File: config.mk
export PLATFORM = sky130hd
export DESIGN_NAME = cfg_key_gate
export DESIGN_NICKNAME = d
export VERILOG_FILES = /design/src/rtl/cfg_gate_pkg.sv /design/src/rtl/cfg_key_match.sv /design/src/rtl/cfg_reg_bank.sv /design/src/rtl/cfg_key_gate.sv
export SDC_FILE = /design/constraint.sdc
export NUM_CORES = 1
export LEC_CHECK = 0
export ABC_AREA = 1
export BUFFER_PORTS_ARGS = -buffer_cell sky130_fd_sc_hd__clkbuf_2
export CORE_MARGIN = 2
export CORE_UTILIZATION = 35
export DETAILED_ROUTE_END_ITERATION = 10
export HOLD_SLACK_MARGIN = 0.02
export PLACE_DENSITY = 0.56
export SYNTH_ARGS = -nofsm -noshare
export SYNTH_HDL_FRONTEND = slang
export SYNTH_SLANG_ARGS = --single-unit
File: constraint.sdc
create_clock -name clk -period 2.4 [get_ports clk]
set_input_delay 0.48 -clock clk [delete_from_list [all_inputs] [get_ports clk]]
set_output_delay 0.48 -clock clk [all_outputs]
set_load 0.05 [all_outputs]
File: src/rtl/cfg_gate_pkg.sv
// Package: key bytes, global register indices and matcher step encoding
// for the keyed configuration gate. Assumes byte-wide data.
package cfg_gate_pkg;
    localparam logic [7:0] KEY_B0     = 8'h87;
    localparam logic [7:0] KEY_B1     = 8'h01;
    localparam logic [7:0] KEY_B2     = 8'h55;
    localparam logic [7:0] KEY_LAST_L = 8'h55;
    localparam logic [7:0] KEY_LAST_H = 8'hAA;

    localparam logic [7:0] IX_EXIT    = 8'h02;
    localparam logic [7:0] IX_DEVSEL  = 8'h07;
    localparam logic [7:0] IX_ID_HI   = 8'h20;
    localparam logic [7:0] IX_ID_LO   = 8'h21;
    localparam logic [7:0] IX_REV     = 8'h22;
    localparam logic [7:0] IX_DEV0    = 8'h30;
    localparam logic [7:0] EXIT_CMD   = 8'h02;

    typedef enum logic [1:0] {
        KS_IDLE = 2'd0,
        KS_GOT1 = 2'd1,
        KS_GOT2 = 2'd2,
        KS_GOT3 = 2'd3
    } key_step_e;
endpackage

File: src/rtl/cfg_key_match.sv
// Module: cfg_key_match
// Tracks progress through the four-byte unlock key and holds the lock state.
// Assumes key_we is only asserted while locked; exit_req only while unlocked.
module cfg_key_match
    import cfg_gate_pkg::*;
(
    input  logic       clk,
    input  logic       rst_n,
    input  logic       key_we,
    input  logic [7:0] key_byte,
    input  logic [7:0] key_last,
    input  logic       exit_req,
    output logic       unlocked
);
    key_step_e  step;
    logic [7:0] want;

    // Byte expected at the current step
    always_comb begin
        case (step)
            KS_IDLE: want = KEY_B0;
            KS_GOT1: want = KEY_B1;
            KS_GOT2: want = KEY_B2;
            default: want = key_last;
        endcase
    end

    // Step and lock state update
    always_ff @(posedge clk) begin
        if (!rst_n) begin
            step     <= KS_IDLE;
            unlocked <= 1'b0;
        end else if (unlocked) begin
            step <= KS_IDLE;
            if (exit_req) unlocked <= 1'b0;
        end else if (key_we) begin
            if (key_byte == want) begin
                case (step)
                    KS_IDLE: step <= KS_GOT1;
                    KS_GOT1: step <= KS_GOT2;
                    KS_GOT2: step <= KS_GOT3;
                    default: begin
                        step     <= KS_IDLE;
                        unlocked <= 1'b1;
                    end
                endcase
            end else if (key_byte == KEY_B0) begin
                step <= KS_GOT1;
            end else begin
                step <= KS_IDLE;
            end
        end
    end

    AST_KEY_RESTART: assert property (@(posedge clk) disable iff (!rst_n)
        (!unlocked && key_we && key_byte == KEY_B0) |=> (step == KS_GOT1));
    AST_UNLOCK_SOURCE: assert property (@(posedge clk) disable iff (!rst_n)
        $rose(unlocked) |-> $past(step == KS_GOT3 && key_we && key_byte == key_last));
    AST_IDLE_WHILE_OPEN: assert property (@(posedge clk) disable iff (!rst_n)
        unlocked |-> (step == KS_IDLE));
    AST_EXIT_LOCKS: assert property (@(posedge clk) disable iff (!rst_n)
        (unlocked && exit_req) |=> !unlocked);
endmodule

File: src/rtl/cfg_reg_bank.sv
// Module: cfg_reg_bank
// Index latch, global registers and per-device register stores.
// Assumes DEV_REGS is a power of two no greater than 16, so the device
// window starting at 0x30 is aligned, and NUM_DEV is a power of two >= 2.
module cfg_reg_bank
    import cfg_gate_pkg::*;
#(
    parameter logic [15:0] CHIP_ID  = 16'h8716,
    parameter logic [7:0]  CHIP_REV = 8'h02,
    parameter int          NUM_DEV  = 4,
    parameter int          DEV_REGS = 16
) (
    input  logic       clk,
    input  logic       rst_n,
    input  logic       unlocked,
    input  logic       idx_we,
    input  logic       dat_we,
    input  logic [7:0] wdata,
    output logic [7:0] idx_q,
    output logic [7:0] dat_rdata,
    output logic       exit_req
);
    localparam int         REG_W   = $clog2(DEV_REGS);
    localparam int         DEV_W   = $clog2(NUM_DEV);
    localparam int         TAG_W   = 8 - REG_W;
    localparam logic [TAG_W-1:0] WIN_TAG = TAG_W'(IX_DEV0 >> REG_W);
    localparam logic [7:0] NUM_DEV_B = 8'(NUM_DEV);

    logic [7:0]       dev_sel;
    logic             in_win;
    logic             sel_ok;
    logic [REG_W-1:0] reg_off;
    logic [7:0]       dev_rd [NUM_DEV];

    assign in_win   = (idx_q[7:REG_W] == WIN_TAG);
    assign sel_ok   = (dev_sel < NUM_DEV_B);
    assign reg_off  = idx_q[REG_W-1:0];
    assign exit_req = dat_we && (idx_q == IX_EXIT) && (wdata == EXIT_CMD);

    // Index latch and device selector
    always_ff @(posedge clk) begin
        if (!rst_n) begin
            idx_q   <= 8'h00;
            dev_sel <= 8'h00;
        end else begin
            if (idx_we) idx_q <= wdata;
            if (dat_we && idx_q == IX_DEVSEL) dev_sel <= wdata;
        end
    end

    for (genvar d = 0; d < NUM_DEV; d++) begin : g_dev
        logic [7:0] regs [DEV_REGS];

        // Store writes aimed at this device's window
        always_ff @(posedge clk) begin
            if (!rst_n) begin
                for (int r = 0; r < DEV_REGS; r++) regs[r] <= 8'h00;
            end else if (dat_we && in_win && sel_ok && dev_sel[DEV_W-1:0] == DEV_W'(d)) begin
                regs[reg_off] <= wdata;
            end
        end

        assign dev_rd[d] = regs[reg_off];
    end

    // Data-port read multiplexer
    always_comb begin
        case (idx_q)
            IX_DEVSEL: dat_rdata = dev_sel;
            IX_ID_HI:  dat_rdata = CHIP_ID[15:8];
            IX_ID_LO:  dat_rdata = CHIP_ID[7:0];
            IX_REV:    dat_rdata = CHIP_REV;
            default:   dat_rdata = (in_win && sel_ok) ? dev_rd[dev_sel[DEV_W-1:0]] : 8'h00;
        endcase
    end

    AST_LOCKED_SEL_HOLD: assert property (@(posedge clk) disable iff (!rst_n)
        !unlocked |=> $stable(dev_sel));
    AST_LOCKED_IDX_HOLD: assert property (@(posedge clk) disable iff (!rst_n)
        !unlocked |=> $stable(idx_q));
endmodule

File: src/rtl/cfg_key_gate.sv
// Module: cfg_key_gate (top)
// Decodes the strapped index/data port pair, routes locked index writes to
// the key matcher and unlocked traffic to the register bank.
// Assumes one bus access per cycle and a strap that is stable while in use.
module cfg_key_gate
    import cfg_gate_pkg::*;
#(
    parameter int                 ADDR_W   = 16,
    parameter logic [ADDR_W-1:0]  BASE_LO  = ADDR_W'(16'h002E),
    parameter logic [ADDR_W-1:0]  BASE_HI  = ADDR_W'(16'h004E),
    parameter logic [15:0]        CHIP_ID  = 16'h8716,
    parameter logic [7:0]         CHIP_REV = 8'h02,
    parameter int                 NUM_DEV  = 4,
    parameter int                 DEV_REGS = 16
) (
    input  logic              clk,
    input  logic              rst_n,
    input  logic              base_sel,
    input  logic [ADDR_W-1:0] io_addr,
    input  logic              io_wr,
    input  logic              io_rd,
    input  logic [7:0]        io_wdata,
    output logic [7:0]        io_rdata
);
    logic [ADDR_W-1:0] base_addr;
    logic              idx_hit, dat_hit;
    logic              unlocked, exit_req;
    logic [7:0]        idx_q, dat_rdata;

    assign base_addr = base_sel ? BASE_HI : BASE_LO;
    assign idx_hit   = (io_addr == base_addr);
    assign dat_hit   = (io_addr == base_addr + ADDR_W'(1));

    cfg_key_match i_match (
        .clk      (clk),
        .rst_n    (rst_n),
        .key_we   (io_wr && idx_hit && !unlocked),
        .key_byte (io_wdata),
        .key_last (base_sel ? KEY_LAST_H : KEY_LAST_L),
        .exit_req (exit_req),
        .unlocked (unlocked)
    );

    cfg_reg_bank #(
        .CHIP_ID  (CHIP_ID),
        .CHIP_REV (CHIP_REV),
        .NUM_DEV  (NUM_DEV),
        .DEV_REGS (DEV_REGS)
    ) i_bank (
        .clk       (clk),
        .rst_n     (rst_n),
        .unlocked  (unlocked),
        .idx_we    (io_wr && idx_hit && unlocked),
        .dat_we    (io_wr && dat_hit && unlocked),
        .wdata     (io_wdata),
        .idx_q     (idx_q),
        .dat_rdata (dat_rdata),
        .exit_req  (exit_req)
    );

    // Read-data selection: open ports only while unlocked
    always_comb begin
        if (unlocked && idx_hit)      io_rdata = idx_q;
        else if (unlocked && dat_hit) io_rdata = dat_rdata;
        else                          io_rdata = 8'hFF;
    end

    AST_LOCKED_READS_FF: assert property (@(posedge clk) disable iff (!rst_n)
        (io_rd && (idx_hit || dat_hit) && !unlocked) |-> (io_rdata == 8'hFF));
    AST_EXIT_ONLY_OPEN: assert property (@(posedge clk) disable iff (!rst_n)
        exit_req |-> unlocked);
endmodule

==> flow_metrics.py <==
metrics = {
    "outcome": {
        "status": "finished with violations",
        "violations": "negative setup slack",
    },
    "final_layout": {
        "fin_nets": 3190,
        "finish.utilization_pct": 44.49,
        "total_area_of_sequential_cells_um2": 15840,
        "drive_gt1_share_pct": 20.46,
        "area_growth_syn_to_layout_pct": 25.78,
        "final-instance-count-excl-fill": 4236,
        "diodes": 0,
        "multi_input_area_um2": 9804,
        "fillerInstances": 7300,
    },
    "pwr": {
        "seq_power_share_pct": 53.0,
        "intPower_w": 0.01573,
        "power.leakage_nw": 14.77,
        "vdd_drop_max_mv": 0.5595,
        "power_density_nw_per_um2": 599.1,
        "sw_frac_of_total_pct": 22.42,
        "pwr-share-comb_pct": 5.9,
        "p_switching_w": 0.004546,
        "p_clk_share_pct": 41.1,
        "report.power.total_w": 0.02027,
    },
    "hold_path": {
        "worst_hold_startpoint": "io_wr",
        "hp-class": "input port to flip-flop",
        "hold_path_depth": 5,
        "holdPathEnd": "i_match.step[1]$_SDFFE_PP0P_",
    },
    "detailed_routing": {
        "vias": 20460,
        "detail_routed_via_count_per_cell": 4.830,
        "avgRoutedWirePerCell_um": 18.12,
        "detailedRoute.firstIterationViolations": 1714,
        "remaining_drc_errors": 0,
        "drtAntennaViolNets": 0,
        "routed_wl_um": 76740,
        "detailedRoute.firstPassIterationCount": 6,
    },
    "clock_tree": {
        "worstSkewPairLatency_ps": 620,
        "maximum_root_to_sink_buffer_count": 3,
        "postCtsHoldBufs": 0,
        "cts-root-buf": "sky130_fd_sc_hd__clkbuf_16",
        "numClockSinks": 535,
        "cts_inserted_buffers": 57,
        "cts_htree_levels": 2,
        "clkTransAtPathRegs_ps": 60,
        "clock_tree_from_tritoncts": "done",
    },
    "logic_synthesis": {
        "syn-num-nets": 2986,
        "synth_top_area_share_pct": 57.14,
        "synth-xor-area-share_pct": 0.03255,
        "synth.mux.area_fraction_pct": 0,
        "synth_simple_gate_area_share_pct": 32.27,
        "syn_area_um2": 26910,
        "synth_compound_gate_area_share_pct": 1.795,
        "postSynthCellCount": 2953,
        "synth_seq_area_share_pct": 58.85,
        "yosys.cell_types.count": 35,
        "ys_seq_elements": 535,
        "synth_area_leaders": "sky130_fd_sc_hd__edfxtp_1 57%, sky130_fd_sc_hd__nand2_1 12%, sky130_fd_sc_hd__nor2_1 8.2%",
        "synthFlopType": "sky130_fd_sc_hd__edfxtp_1",
        "number_of_synthesized_flops_with_an_enable_pin": 512,
        "postSynth.asyncResetShare_pct": 0,
        "ys_warn_count": 0,
        "adder_cell_fraction_of_synth_area_pct": 0.1860,
        "synthesis.area_per_instance_um2": 9.112,
        "synthDominantAreaCellType": "sky130_fd_sc_hd__edfxtp_1",
        "synth_top_family_by_area": "simple AND/OR/NAND/NOR gates",
    },
    "sta": {
        "worst_hold_slack_across_all_endpoints_ps": 291.5,
        "tightest_slew_ps": 766.3,
        "relSlewSlack_pct": 48.91,
        "tmin_final_ps": 3180,
        "min_setup_slack_post_route_ps": -779.6,
        "timing.final.max_slew_violations": 0,
        "report.final.hold_viol_count": 0,
        "setup_viols_final": 8,
        "finClkSkew_ps": 15.79,
        "rsz0062_at_grt": "true",
        "min_period_over_period_pct": 132.5,
        "maxClockFrequency_ghz": 0.3145,
    },
    "setup_path": {
        "crit_type": "flip-flop to output pin",
        "crit-reg2reg-launch": "i_bank.idx_q[4]$_SDFFE_PN0P_",
        "r2r_slack_ps": 150,
        "crit-reg2reg-capture": "i_bank.g_dev[2].regs[11][6]$_SDFFCE_PN0P_",
        "worst-endpoint-required_ps": 1920,
        "ff2ff_path_depth": 8,
        "critPathArrivalTime_ps": 2700,
        "cp-start-kind": "flip-flop",
        "worstSetupEndpointType": "output pin",
        "critPathMaxFanout": 9,
    },
    "run": {
        "maxCapViolCount": 0,
    },
    "grt": {
        "grt_first_pass_wirelength_um": 117400,
        "grt_usage_pct": 19.46,
        "via_count_of_the_first_global_routing_pass": 19860,
        "grt_start_max_net_pins": 82,
        "globalRouteOverflowTotal": 0,
        "antenna_violations_before_repair": 1,
    },
    "place": {
        "portBuffers": 35,
        "place_ws_ps": -211.3,
        "detailed_place_hpwl_um": 48060,
        "dp.cells": 4100,
        "routabilityCongestion": 0.8783,
    },
    "floorplanning": {
        "core_area_um2": 76080,
        "io_pins": 37,
        "initial_core_util_pct": 35.37,
        "die-width_um": 281.3,
        "chipHeight_um": 281.3,
        "std_cell_rows": 101,
        "die_area_um2": 79110,
    },
}
Yosys cell counts, types with 2 or more instances:
cell	count
sky130_fd_sc_hd__nand4_1	4
sky130_fd_sc_hd__clkbuf_1	126
sky130_fd_sc_hd__buf_4	3
sky130_fd_sc_hd__nor3_1	6
sky130_fd_sc_hd__ha_1	4
sky130_fd_sc_hd__buf_8	2
sky130_fd_sc_hd__inv_2	5
sky130_fd_sc_hd__nor2_1	589
sky130_fd_sc_hd__a21oi_1	33
sky130_fd_sc_hd__a211oi_1	2
sky130_fd_sc_hd__edfxtp_1	512
sky130_fd_sc_hd__o21ai_1	10
sky130_fd_sc_hd__buf_6	6
sky130_fd_sc_hd__inv_1	242
sky130_fd_sc_hd__buf_12	4
sky130_fd_sc_hd__nand3_1	303
sky130_fd_sc_hd__dfxtp_1	23
sky130_fd_sc_hd__buf_2	36
sky130_fd_sc_hd__nor2_2	36
sky130_fd_sc_hd__o21ai_0	49
sky130_fd_sc_hd__nand4_4	60
sky130_fd_sc_hd__nand2_1	864
sky130_fd_sc_hd__nand4_2	6
sky130_fd_sc_hd__buf_1	17
state kept, by name, summed over array words and instances, names as in the netlist, named ones only:
register / cells
i_match.unlocked: 1
i_bank.dev_sel: 8
i_bank.idx_q: 8
i_match.step: 2
i_bank.g_dev.regs: 512
power groups by stage:
stage,registers [W],clock network [W],logic [W]
global placement,0.0109,0,0.00116
global route,0.0108,0.00882,0.00131
floorplan,0.0109,0,0.000570
finish,0.0107,0.00833,0.00120
CTS,0.0107,0.00847,0.00119
detailed placement,0.0109,0,0.00117
logic make-up after synthesis:
kind of cell | after synthesis
xor+xnor | 1
buf+inv | 442
compound gates | 95
fa+ha+maj | 4
flops | 535
simple gates | 1876
cells in the final DEF (no fill, tap or decap), types with 6 or more instances in the layout:
cell,count
sky130_fd_sc_hd__a21oi_1,25
sky130_fd_sc_hd__a21oi_4,8
sky130_fd_sc_hd__buf_12,101
sky130_fd_sc_hd__buf_16,11
sky130_fd_sc_hd__buf_4,179
sky130_fd_sc_hd__buf_6,9
sky130_fd_sc_hd__clkbuf_1,22
sky130_fd_sc_hd__clkbuf_16,64
sky130_fd_sc_hd__clkbuf_2,26
sky130_fd_sc_hd__clkinv_1,14
sky130_fd_sc_hd__clkinv_2,18
sky130_fd_sc_hd__dfxtp_1,20
sky130_fd_sc_hd__edfxtp_1,512
sky130_fd_sc_hd__inv_1,233
sky130_fd_sc_hd__nand2_1,827
sky130_fd_sc_hd__nand2_2,37
sky130_fd_sc_hd__nand3_1,246
sky130_fd_sc_hd__nand3_2,57
sky130_fd_sc_hd__nand4_2,6
sky130_fd_sc_hd__nand4_4,60
sky130_fd_sc_hd__nor2_1,585
sky130_fd_sc_hd__nor2_2,37
sky130_fd_sc_hd__nor3_1,6
sky130_fd_sc_hd__o21ai_0,36
sky130_fd_sc_hd__o21ai_1,9
sky130_fd_sc_hd__o21ai_2,10
how the worst max path moves through the flow:
stage | start | endpoint | slack (ps) | cells past startpoint
global placement | flip-flop | io_rdata[3] | -200 | 11
global route | flip-flop | io_rdata[0] | -890 | 14
floorplan | flip-flop | io_rdata[5] | 90 | 11
detailed placement | flip-flop | io_rdata[5] | -210 | 13
finish | flip-flop | io_rdata[6] | -780 | 14
CTS | flip-flop | io_rdata[0] | -760 | 13
timing repair:
action | CTS | global route
pin swaps | 23 | 26
buffers inserted | 9 | 2
gates cloned | 12 | 5
gates resized for setup | 116 | 44
endpoints found under the setup margin | 8 | 23
cell type report:
cell class / count / area share [%]
timing repair inverter: 2 / 0.08133
multi-input combinational: 1976 / 28.97
timing repair buffer: 337 / 12.37
clock inverter: 25 / 0.4252
clock buffer: 83 / 4.688
tap: 1030 / 3.808
sequential: 535 / 46.81
inverter: 248 / 2.847
critical path, cell delays in order (launching register included):
cell and delay, ps:
sky130_fd_sc_hd__dfxtp_4 350, sky130_fd_sc_hd__buf_4 150, sky130_fd_sc_hd__buf_12 130, sky130_fd_sc_hd__buf_16 140, sky130_fd_sc_hd__buf_4 170, sky130_fd_sc_hd__nand2_1 120
sky130_fd_sc_hd__nand3_1 120, sky130_fd_sc_hd__nand3_1 100, sky130_fd_sc_hd__nand3_1 90, sky130_fd_sc_hd__nand2_2 100, sky130_fd_sc_hd__nand2_1 70, sky130_fd_sc_hd__nand2_2 110
sky130_fd_sc_hd__o21ai_4 90, sky130_fd_sc_hd__a21oi_4 190, sky130_fd_sc_hd__buf_12 150
stage by stage:
stage	cell area (um^2)	TNS [ps]
after detailed placement	30920	-37460
after CTS	33520	-6001
after global placement	30920	-18230
final	33840	-5962
after global routing	33840	-6672
after floorplan	27000	0
routing by layer:
metal | track usage (%) | vias to the layer above | part of all wire [%] | wire (um)
li1 | - | 10030 | - | -
met1 | 27.40 | 9704 | 45 | 34310
met2 | 31.33 | 588 | 46 | 35660
met3 | 2.178 | 139 | 5.9 | 4525
met4 | 6.274 | 0 | 2.9 | 2240
met5 | 0 | - | 0 | 0
(Power assumes the default switching activity.)
